===== src/rtl/ct_pkg.sv =====
package ct_pkg;
  // Default field layout of the timer word, low field first
  localparam int unsigned CT_OFS_W   = 12;
  localparam int unsigned CT_OFS_MOD = 3072;
  localparam int unsigned CT_CYC_W   = 13;
  localparam int unsigned CT_CYC_MOD = 8000;
  localparam int unsigned CT_SEC_W   = 7;
  localparam int unsigned CT_SEC_MOD = 128;
endpackage


===== src/rtl/ct_wrap_counter.sv =====
module ct_wrap_counter #(
  parameter int unsigned W   = 12,
  parameter int unsigned MOD = 3072
) (
  input  logic         clk,
  input  logic         rst_n,
  input  logic         inc_i,
  input  logic         load_i,
  input  logic [W-1:0] load_val_i,
  output logic [W-1:0] q_o,
  output logic         wrap_o
);
  localparam logic [W-1:0] MAX_V = W'(MOD - 1);

  logic [W-1:0] q_q;
  logic [W-1:0] q_d;
  logic         at_top;

  // Anything at or above the last legal value wraps on the next step
  assign at_top = (q_q >= MAX_V);
  assign wrap_o = inc_i && at_top && !load_i;

  always_comb begin
    q_d = q_q;
    if (load_i) begin
      q_d = load_val_i;
    end else if (inc_i) begin
      q_d = at_top ? '0 : q_q + W'(1);
    end
  end

  always_ff @(posedge clk or negedge rst_n) begin
    if (!rst_n) begin
      q_q <= '0;
    end else if (load_i || inc_i) begin
      q_q <= q_d;
    end
  end

  assign q_o = q_q;

  // one step per increment below the top value
  a_r2_step: assert property (@(posedge clk) disable iff (!rst_n)
    (inc_i && !load_i && (q_q < MAX_V)) |=> (q_q == $past(q_q) + W'(1)));

  // no increment and no load keeps the value
  a_r2_hold: assert property (@(posedge clk) disable iff (!rst_n)
    (!inc_i && !load_i) |=> $stable(q_q));

  // an increment at or above the top returns to zero
  a_r10_wrap_zero: assert property (@(posedge clk) disable iff (!rst_n)
    (inc_i && !load_i && (q_q >= MAX_V)) |=> (q_q == '0));

  // a load wins over an increment
  a_r7_load_wins: assert property (@(posedge clk) disable iff (!rst_n)
    load_i |=> (q_q == $past(load_val_i)));
endmodule


===== src/rtl/ct_cycle_strobe.sv =====
module ct_cycle_strobe (
  input  logic clk,
  input  logic rst_n,
  input  logic wrap_i,
  output logic strobe_o
);
  logic strobe_q;
  logic strobe_d;

  assign strobe_d = wrap_i;

  always_ff @(posedge clk or negedge rst_n) begin
    if (!rst_n) begin
      strobe_q <= 1'b0;
    end else begin
      strobe_q <= strobe_d;
    end
  end

  assign strobe_o = strobe_q;

  // the pulse lasts one clock
  a_r8_one_clock: assert property (@(posedge clk) disable iff (!rst_n)
    strobe_q |=> !strobe_q);
endmodule


===== src/rtl/bus_cycle_timer.sv =====
module bus_cycle_timer
  import ct_pkg::*;
#(
  parameter int unsigned OFS_W   = CT_OFS_W,
  parameter int unsigned OFS_MOD = CT_OFS_MOD,
  parameter int unsigned CYC_W   = CT_CYC_W,
  parameter int unsigned CYC_MOD = CT_CYC_MOD,
  parameter int unsigned SEC_W   = CT_SEC_W,
  parameter int unsigned SEC_MOD = CT_SEC_MOD,
  localparam int unsigned WORD_W = SEC_W + CYC_W + OFS_W
) (
  input  logic              clk,
  input  logic              rst_n,
  input  logic              tick_en,
  input  logic              bus_rst_evt,
  input  logic              host_wr,
  input  logic [WORD_W-1:0] host_wdata,
  output logic [WORD_W-1:0] host_rdata,
  output logic              cyc_start
);
  localparam int unsigned OFS_LO = 0;
  localparam int unsigned CYC_LO = OFS_W;
  localparam int unsigned SEC_LO = OFS_W + CYC_W;

  logic [OFS_W-1:0] ofs_q;
  logic [CYC_W-1:0] cyc_q;
  logic [SEC_W-1:0] sec_q;
  logic             ofs_inc;
  logic             ofs_wrap;
  logic             cyc_wrap;
  logic             sec_wrap;
  logic             unused_inputs;

  // A bus reset event is deliberately not wired to any state
  assign unused_inputs = bus_rst_evt ^ sec_wrap;

  // Host write has priority; a tick in the same clock is dropped
  assign ofs_inc = tick_en && !host_wr;

  ct_wrap_counter #(.W(OFS_W), .MOD(OFS_MOD)) i_ofs (
    .clk       (clk),
    .rst_n     (rst_n),
    .inc_i     (ofs_inc),
    .load_i    (host_wr),
    .load_val_i(host_wdata[OFS_LO +: OFS_W]),
    .q_o       (ofs_q),
    .wrap_o    (ofs_wrap)
  );

  ct_wrap_counter #(.W(CYC_W), .MOD(CYC_MOD)) i_cyc (
    .clk       (clk),
    .rst_n     (rst_n),
    .inc_i     (ofs_wrap),
    .load_i    (host_wr),
    .load_val_i(host_wdata[CYC_LO +: CYC_W]),
    .q_o       (cyc_q),
    .wrap_o    (cyc_wrap)
  );

  ct_wrap_counter #(.W(SEC_W), .MOD(SEC_MOD)) i_sec (
    .clk       (clk),
    .rst_n     (rst_n),
    .inc_i     (cyc_wrap),
    .load_i    (host_wr),
    .load_val_i(host_wdata[SEC_LO +: SEC_W]),
    .q_o       (sec_q),
    .wrap_o    (sec_wrap)
  );

  ct_cycle_strobe i_strobe (
    .clk     (clk),
    .rst_n   (rst_n),
    .wrap_i  (ofs_wrap),
    .strobe_o(cyc_start)
  );

  // the word is formed from registers updated on the same edge
  assign host_rdata = {sec_q, cyc_q, ofs_q};

  // the pulse always coincides with a zero offset
  a_r8_strobe_at_zero: assert property (@(posedge clk) disable iff (!rst_n)
    cyc_start |-> (ofs_q == '0));

  // seconds move only on a write or on a carry out of the cycle field
  a_r4_sec_only_on_carry: assert property (@(posedge clk) disable iff (!rst_n)
    (!host_wr && !cyc_wrap) |=> $stable(sec_q));

  // a write shows up whole on the next clock
  a_r6_write_whole: assert property (@(posedge clk) disable iff (!rst_n)
    host_wr |=> (host_rdata == $past(host_wdata)));

  // with no tick and no write the word holds, whatever the bus reset does
  a_r9_idle_hold: assert property (@(posedge clk) disable iff (!rst_n)
    (!tick_en && !host_wr) |=> $stable(host_rdata));
endmodule


===== config.mk =====
export PLATFORM = sky130hd
export DESIGN_NAME = bus_cycle_timer
export DESIGN_NICKNAME = d
export VERILOG_FILES = /design/src/rtl/ct_pkg.sv /design/src/rtl/ct_wrap_counter.sv /design/src/rtl/ct_cycle_strobe.sv /design/src/rtl/bus_cycle_timer.sv
export SDC_FILE = /design/constraint.sdc
export NUM_CORES = 1
export LEC_CHECK = 0
export BUFFER_PORTS_ARGS = -buffer_cell sky130_fd_sc_hd__buf_2
export CAP_MARGIN = 20
export CORE_MARGIN = 1.5
export CORE_UTILIZATION = 46
export CTS_CLUSTER_SIZE = 8
export DETAILED_ROUTE_END_ITERATION = 16
export PLACE_DENSITY_LB_ADDON = 0.12
export SETUP_SLACK_MARGIN = 0.1
export SYNTH_ARGS = -nofsm -noshare
export SYNTH_HDL_FRONTEND = slang
export SYNTH_SLANG_ARGS = --single-unit

===== constraint.sdc =====
create_clock -name clk -period 1.8 [get_ports clk]
set_input_delay 0.09 -clock clk [delete_from_list [all_inputs] [get_ports clk]]
set_output_delay 0.09 -clock clk [all_outputs]
set_load 0.01 [all_outputs]

Word level (Yosys, flattened, before mapping):

Cells that the tools add are included.

* $add $sub $neg: 3
* $lt $le $gt $ge: 3
* reductions and logical operators: 15
* mux-type cells: 9

Operator list (count)
* two-way mux 13 bit: 3
* two-way mux 12 bit: 3
* two-way mux 7 bit: 3
* adder 13 x 1 -> 13 bit, second input constant: 1
* greater-or-equal comparator 13 bit, second input constant: 1
* adder 12 x 1 -> 12 bit, second input constant: 1
* greater-or-equal comparator 12 bit, second input constant: 1
* adder 7 x 1 -> 7 bit, second input constant: 1
* greater-or-equal comparator 7 bit, second input constant: 1
* AND reduction 2 bit: 3
* nonzero test 2 bit: 3
* logical AND 1 bit: 5
* logical OR 1 bit: 3
* logical NOT 1 bit: 1

* output and inout bits: 33
* word-level logic and storage cells: 34
* bits of input ports: 37
* flip-flop bits (word level): 33

Depth between registers and ports, before layout:

Gate-level depths: netlist of run 1.

* depth after elaboration: 8
* mapped depth: 8
* depth with buffers taken out: 6

Modules after synthesis:

Synthesis of run 1 repeated with hierarchy kept, for this count alone.

* cell total of the unflattened synthesis: 267
* area, all modules: 2309.7 um2

Modules (own cells, without submodules)
* ct_wrap_counter (i_cyc): cells each 110, instances 1, area an instance 933.4 um2
* ct_wrap_counter (i_ofs): cells each 105, instances 1, area an instance 859.6 um2
* ct_wrap_counter (i_sec): cells each 50, instances 1, area an instance 478.0 um2
* ct_cycle_strobe: cells each 1, instances 1, area an instance 25.0 um2
* bus_cycle_timer: cells each 1, instances 1, area an instance 13.8 um2

Worst setup path after synthesis of run 1:

No wires, ideal clock.

* path kind: reg2reg
* start point: register i_ofs.q_q[0], in the netlist i_ofs.q_o[0]
* end point: register i_sec.q_q[5], in the netlist i_sec.q_o[5]
* arrival time: 1.878 ns
* data required time: 1.680 ns
* stages on the path, launching flop included: 9
* clock period less this slack: 1.998 ns
* setup slack: -0.198 ns
* cell sequence: dfrtp_1 ha_1 and3_1 buf_4 a41oi_4 nand4bb_1 buf_2 o21bai_1 a31o_1

* longest elaborated chain between the ends: 7
* elaborated cells on any way between the ends: 8

Ends and longest elaborated chain
* start: declaration: line ct_wrap_counter.sv:15 `logic [W-1:0] q_q;`
* start signal: assignment: line ct_wrap_counter.sv:36 `q_q <= q_d;`
* greater-or-equal comparator 12 bit (*): line ct_wrap_counter.sv:20 `assign at_top = (q_q >= MAX_V);`
* logical AND 1 bit (*) (4 in a row): line ct_wrap_counter.sv:21 `assign wrap_o = inc_i && at_top && !load_i;`
* nonzero test 2 bit (no line) / logical OR 1 bit (equally long branches)
* AND reduction 2 bit (no line) (*)
* end signal: assignment: line ct_wrap_counter.sv:36
* end: declaration: line ct_wrap_counter.sv:15

Mark *: on every way between the ends. The rest lies on a longest branch, timed or not.
A chain may end at the register's enable or synchronous reset.

Worst setup path in the final report of run 1:

* start point: register i_ofs.q_q[1], in the netlist i_ofs.q_o[1]
* end point: register i_sec.q_q[5], in the netlist i_sec.q_o[5]

The elaborated chain is that of the path after synthesis.

==> metrics.md, run 1 <==
| Metric | Value |
|---|---|
| Via count | `2395` |
| RSZ-0062 raised after global routing | `yes` |
| YS warnings | `0` |
| CP Launch Type | `flop` |
| Max incr delay on CP | `0.39 ns` |
| Worst skew pair latency | `around 0.29 ns` |
| Core Area | `approximately 4400 µm²` |
| WS Path Type | `flop to flop` |
| Final net count | `399` |
| Worst reg2reg path depth | `6` |
| Die ar. | `5060 µm²` |
| CP Launch Point | `i_ofs.q_o[1]$_DFFE_PN0P_` |
| Initial antenna violation count | `0` |
| IO Pins | `70` |
| Post-route insts no fill | `just over 400` |
| Final Hold Viols | `0` |
| CTS Root Cell | `clkbuf_8` |
| Flops & latches, synth | `33` |
| Post-synth EDFFs | `0` |
| Tot Pwr | `2190 µW` |
| P per Cell Area | `roughly 700 nW/µm²` |
| Layout cells sized above 1 | `between 40% and 50%` |
| Final Cycle Share | `98.4%` |
| H-Tree Depth | `2` |
| Mean post-synth cell area | `8.48 µm²` |
| Routed len/inst | `15.2 µm` |
| Worst-path maximum fanout | `4` |
| Clock slew at reported path FFs | `roughly 0.070 ns` |
| Grt ovf | `0` |
| Library cells used by synthesis | `45` |
| Final non-filler cell area | `3140 µm²` |
| 1st-iter DRT viols | `roughly 160` |
| RePlAce Congestion | `between 0.8 and 0.9` |
| Post-synth ARST share | `100%` |
| Reg2reg setup slack | `between 0.02 and 0.03 ns` |
| Worst path slowest cell | `dfrtp_2` |
| Post-synth net total | `292` |
| Layout area overhead | `47.1%` |
| Setup crit end | `i_sec.q_o[5]$_DFFE_PN0P_` |
| Pin count of the biggest net entering global routing | `34` |
| # DRC | `0` |
| Row count | `24` |
| IR drop worst, VDD | `roughly 440 µV` |
| Worst flop-to-flop path startpoint | `i_ofs.q_o[1]$_DFFE_PN0P_` |
| Fin util | `between 70% and 80%` |
| Detail Route Antenna Nets | `0` |
| Setup Skew | `0.00435 ns` |
| Sequential area share after synthesis | `38.6%` |
| Clock Tree Buf Depth | `2` |
| Cts bufs inserted | `5` |
| Initial Util | `between 40% and 50%` |
| Top achievable clock speed | `0.565 GHz` |
| Vias in the first global route | `roughly 2200` |
| Actual slew at the worst max-slew pin | `around 0.79 ns` |
| Fin. max-slew vios | `0` |
| Worst Setup End Kind | `flop` |
| Die Ht | `just over 70 µm` |
| Clock sink total | `33` |
| # diodes | `0` |
| Area post-placement | `2800 µm²` |
| Leak | `between 0.001 and 0.0015 µW` |
| First-pass GRT wire length | `around 10000 µm` |
| Number of setup violations in the final report | `0` |
| Critical R2R Capture | `i_sec.q_o[5]$_DFFE_PN0P_` |
| Max cap viols | `0` |
| Mapped Area | `2140 µm²` |
| Hold Crit Class | `primary input to flop` |
| CP arrival | `between 1.5 and 2 ns` |
| IO Port Bufs | `68` |
| Final WL | `between 6000 and 7000 µm` |
| Outcome | `completed` |
| Total GRT Usage | `around 24%` |
| Fin crit period | `1.77 ns` |
| Post-Syn Instances | `roughly 250` |
| Crit-path cells | `ha_4 > and3_4 > a41oi_4 > nand4bb_4 > or3b_1 > a31o_1` |
| Worst Path Required | `~2.0 ns` |
| Via density per instance | `around 5.8` |
| Die width | `just over 70 µm` |
| TritonRoute pass-1 iters | `4` |
| Placed cell count | `395` |
| HPWL Detailed | `around 4200 µm` |
| CTS tree | `built` |
| Relative slew slack | `about 47%` |
| Top FF cell, synth | `dfrtp_1` |
## area by class of cell
class | instances | area, µm²
multi-input combinational | 200 | 1430
fill | 369 | 1270
sequential | 33 | 830
timing repair buffer | 114 | 703
clock buffer | 7 | 96.3
tap | 52 | 65.1
inverter | 5 | 18.8
clock inverter | 1 | 5.00
## worst min-delay path by stage
stage | from | end | slack (ns) | depth (start not counted)
2_1_floorplan | rst_n | i_cyc.q_o[0]$_DFFE_PN0P_ | -0.21 | 0
3_5_place_dp | rst_n | i_sec.q_o[0]$_DFFE_PN0P_ | 0.22 | 1
6_report | host_wdata[26] | i_sec.q_o[1]$_DFFE_PN0P_ | 0.008 | 3
5_1_grt | host_wdata[4] | i_ofs.q_o[4]$_DFFE_PN0P_ | 0.03 | 2
3_3_place_gp | rst_n | i_sec.q_o[0]$_DFFE_PN0P_ | 0.21 | 1
4_1_cts | host_wdata[5] | i_ofs.q_o[5]$_DFFE_PN0P_ | 0.002 | 3
## logic make-up (layout without fill, tap and decap cells)
logic type / after synthesis / count (layout) / synth area share, %
buffers and inverters: 20 / 127 / 3.86
muxes: 8 / 8 / 3.98
AOI/OAI and AO/OA: 90 / 90 / 28.9
and+or+nand+nor: 97 / 98 / 22.4
DFF: 33 / 33 / 38.6
adders and majority gates: 3 / 3 / 1.76
xor gates and xnor gates: 1 / 1 / 0.410
## synthesized netlist by cell type, types with 3 or more instances
cell type | n | area (µm²)
a22oi_1 | 10 | 75.1
buf_2 | 3 | 15.0
nor3_1 | 9 | 45.0
clkbuf_1 | 11 | 41.3
and3_1 | 3 | 18.8
nand4_1 | 4 | 25.0
nand2_1 | 35 | 131
o31ai_1 | 3 | 22.5
and4_1 | 4 | 35.0
o21bai_1 | 3 | 22.5
a21oi_1 | 15 | 75.1
mux2i_1 | 4 | 40.0
inv_1 | 5 | 18.8
nor2_1 | 15 | 56.3
a2bb2oi_1 | 3 | 26.3
a32oi_1 | 5 | 43.8
o21ai_0 | 31 | 155
nand3b_1 | 3 | 22.5
a31oi_1 | 4 | 25.0
dfrtp_1 | 33 | 826
mux2_2 | 4 | 45.0
o21a_1 | 3 | 22.5
ha_1 | 3 | 37.5
nand3_1 | 12 | 60.1
## power by group
| group | total [µW] | leakage, µW | switching (µW) | internal (µW) |
|---|---|---|---|---|
| Clock | 630 | 0.0000542 | 285 | 346 |
| Sequential | 886 | 0.000391 | 72.4 | 814 |
| Combinational | 673 | 0.000953 | 352 | 321 |
## stage by stage
step                setup WS [ns]  TNS (ns)  hold WS, ns
floorplan                  -0.110    -0.893       -0.206
global placement          -0.0270    -0.110        0.211
detailed placement        -0.0764    -0.387        0.219
CTS                        0.0131         0      0.00199
global route              -0.0377   -0.0835       0.0262
finish                     0.0291         0      0.00763
## timing repair
item                                    4_1_cts  5_1_grt
endpoints found under the setup margin       24       26
cloned                                        0        1
hold buffers                                  1        0
setup buffers                                 0        7
pin swaps                                     5       23
hold endpoints to repair                     33        0
resized for setup                             6       45
## worst max-delay path, delay by kind of cell, from the launching register on
kind                       cells  cell delay, ns
AOI/OAI and AO/OA              2            0.32
and+or+nand+nor                3            0.80
adders and majority gates      1            0.14
DFF                            1            0.39
## per-layer routing
metal  vias up  wire length [µm]  GRT usage, %
met4         0                87          7.55
li1       1163                 -             -
met2        94              2840          37.8
met3         7               460          4.70
met1      1131              2880          34.6
met5         -                 0             0
## registers in the layout, summed over array words and instances, names as in the netlist
name / cells
i_ofs.q_o: 12
i_sec.q_o: 7
i_strobe.strobe_o: 1
i_cyc.q_o: 13
## cells in the final DEF (no fill, tap or decap), drive strengths merged, types with 5 or more instances in the layout
master    n
o21ai    32
buf     113
clkbuf    7
inv       5
a22oi    10
nand2    35
nor2     15
nand3    12
a32oi     5
dfrtp    33
nor3      9
a21oi    15
(Power assumes the default switching activity.)
==> run 2, diff against run 1 <==
--- a/config.mk
+++ b/config.mk
@@ -8,7 +8,7 @@
 export BUFFER_PORTS_ARGS = -buffer_cell sky130_fd_sc_hd__buf_2
 export CAP_MARGIN = 20
 export CORE_MARGIN = 1.5
-export CORE_UTILIZATION = 46
+export CORE_UTILIZATION = 40
 export CTS_CLUSTER_SIZE = 8
 export DETAILED_ROUTE_END_ITERATION = 16
 export PLACE_DENSITY_LB_ADDON = 0.12
==> run 2 against run 1 <==
Combinational power is essentially flat. First-iteration DRC count fell by 33%. Cell area grew 0.68%. Routed wire length decreased by 1.2%. Critical path depth stayed put.
==> metrics.md, run 2 (synthesis results as in run 1) <==
| Metric | Value |
|---|---|
| Routed len/inst | `~14 µm` |
| CTS tree | `built` |
| Cts bufs inserted | `5` |
| Worst reg2reg path depth | `6` |
| Initial antenna violation count | `0` |
| Worst skew pair latency | `around 0.28 ns` |
| Final WL | `just over 6000 µm` |
| Setup Skew | `between 0.006 and 0.007 ns` |
| CP Launch Type | `flop` |
| # diodes | `0` |
| Clock Tree Buf Depth | `2` |
| Max incr delay on CP | `around 0.40 ns` |
| Outcome | `completed` |
| Worst Path Required | `1.98 ns` |
| Actual slew at the worst max-slew pin | `about 0.77 ns` |
| Detail Route Antenna Nets | `0` |
| HPWL Detailed | `about 4300 µm` |
| Area of the multi-input gates | `between 1000 and 1500 µm²` |
| Via density per instance | `between 5 and 6` |
| Worst Setup End Kind | `flop` |
| Worst path slowest cell | `dfrtp_2` |
| Placed cell count | `approximately 420` |
| Die Ht | `between 70 and 80 µm` |
| TritonRoute pass-1 iters | `4` |
| Grt ovf | `0` |
| P per Cell Area | `690 nW/µm²` |
| Bufs and invs on worst path | `0` |
| Row count | `26` |
| WS Path Type | `flop to flop` |
| Commonest non-fill, non-tap cell in the layout | `buf_2` |
| Core Area | `roughly 5000 µm²` |
| Top achievable clock speed | `~0.56 GHz` |
| Tot Pwr | `roughly 2200 µW` |
| RSZ-0062 raised after global routing | `yes` |
| First-pass GRT wire length | `10200 µm` |
| IO Port Bufs | `roughly 70` |
| Layout cells sized above 1 | `roughly 44%` |
| Hold depth | `3` |
| Post-route insts no fill | `roughly 430` |
| Relative slew slack | `about half` |
| Filler cells | `499` |
| Crit-path cells | `ha_4 > and3_4 > a41oi_4 > nand4bb_4 > or3b_1 > a31o_1` |
| Number of setup violations in the final report | `0` |
| Final worst-path setup slack | `0.0186 ns` |
| Hold Crit Class | `primary input to flop` |
| Total GRT Usage | `a little over a fifth` |
| # DRC | `0` |
| Clock sink total | `33` |
| Critical R2R Capture | `i_sec.q_o[5]$_DFFE_PN0P_` |
| Clock slew at reported path FFs | `~0.070 ns` |
| Worst flop-to-flop path startpoint | `i_ofs.q_o[0]$_DFFE_PN0P_` |
| Leak | `roughly 0.0014 µW` |
| RePlAce Congestion | `0.834` |
| H-Tree Depth | `2` |
| Seq. cell area | `around 830 µm²` |
| Delay-heaviest family, CP | `simple AND/OR/NAND/NOR gates` |
| IO Pins | `70` |
| Final Hold Viols | `0` |
| Final non-filler cell area | `around 3200 µm²` |
| Reg2reg setup slack | `~0.019 ns` |
| IR drop worst, VDD | `approximately 550 µV` |
| Pin count of the biggest net entering global routing | `50` |
| Area post-placement | `2870 µm²` |
| Fin crit period | `about 1.8 ns` |
| Post-place setup slack | `-0.0819 ns` |
| Initial Util | `between 40 and 50%` |
| Worst Hold Path EP | `i_ofs.q_o[9]$_DFFE_PN0P_` |
| CP arrival | `between 1.5 and 2 ns` |
| Worst hold slack | `just over 0.006 ns` |
| Die ar. | `5790 µm²` |
| Via count | `approximately 2300` |
| Final Cycle Share | `a little over nine tenths` |
| Layout area overhead | `48.1%` |
| Max cap viols | `0` |
| Fin. max-slew vios | `0` |
| Worst-path maximum fanout | `5` |
| Max reg flops | `13` |
| Die width | `roughly 76 µm` |
| Hold Startpoint | `host_wdata[9]` |
| Final net count | `~400` |
| CTS Root Cell | `clkbuf_8` |
| 1st-iter DRT viols | `about 110` |
| Most frequent cells in the layout | `buf_2, buf_4, nand2_1` |
| Vias in the first global route | `between 2000 and 2500` |
==> run 2: changes by cell type in the layout (fill, tap and decap cells not counted), moves of 2 or more <==
cell     previous run  this run
a22oi_1             5         8
a22oi_2             5         2
a32oi_1             3         5
a32oi_2             2         0
and4_2              2         0
buf_4              41        45
buf_6               4         2
nor3_2              0         2
o21ai_0            13        16
o21ai_1            15        12
==> run 2: worst register-to-register path, stage by stage (launching register included) <==
cell       delay [ns]
dfrtp_2          0.40
ha_4             0.14
and3_4           0.20
a41oi_4          0.10
nand4bb_4        0.27
or3b_1           0.37
a31o_1           0.21
==> run 2: timing repair <==
action,4_1_cts,5_1_grt
resized for setup,8,35
pin swaps,6,13
gates cloned,0,1
setup buffers,1,2
setup endpoints to repair,28,29
hold endpoints to repair,33,0
hold buffers,1,0
==> run 2: worst max-delay path by stage <==
stage               slack, ns                      from                  endpoint  cells after the start
floorplan               -0.11  i_ofs.q_o[0]$_DFFE_PN0P_  i_sec.q_o[5]$_DFFE_PN0P_                      8
global placement        -0.06  i_ofs.q_o[1]$_DFFE_PN0P_  i_sec.q_o[5]$_DFFE_PN0P_                      6
detailed placement      -0.08  i_ofs.q_o[1]$_DFFE_PN0P_  i_sec.q_o[5]$_DFFE_PN0P_                      6
CTS                      0.02  i_ofs.q_o[0]$_DFFE_PN0P_  i_sec.q_o[5]$_DFFE_PN0P_                      6
global route            -0.04  i_ofs.q_o[0]$_DFFE_PN0P_  i_sec.q_o[5]$_DFFE_PN0P_                      6
finish                   0.02  i_ofs.q_o[0]$_DFFE_PN0P_  i_sec.q_o[5]$_DFFE_PN0P_                      6
==> run 2: area by class of cell <==
| type | instances | share of cell area [%] |
|---|---|---|
| Clock inverter | 1 | 0.158 |
| Sequential cell | 33 | 26.2 |
| Timing Repair Buffer | 116 | 22.5 |
| Inverter | 5 | 0.593 |
| Tap cell | 70 | 2.77 |
| Clock buffer | 7 | 3.04 |
| Multi-Input combinational cell | 200 | 44.8 |
==> run 2: stage by stage <==
stage          utilization, %  setup TNS, ns
6_report                 61.6              0
5_1_grt                  61.6        -0.0716
4_1_cts                  58.8              0
3_5_place_dp             55.8         -0.480
3_3_place_gp             55.8         -0.150
2_1_floorplan               -         -0.893
==> run 2: where the power goes <==
group	total (µW)	internal, µW	switching (µW)
registers	876	813	62.8
logic	673	317	356
clock network	634	346	288
==> run 2: metal layers <==
layer | GRT usage (%) | wire, µm
met3 | 3.35 | 343
met1 | 29.7 | 2920
met2 | 33.9 | 2900
met4 | 5.93 | 29
met5 | 0 | 0
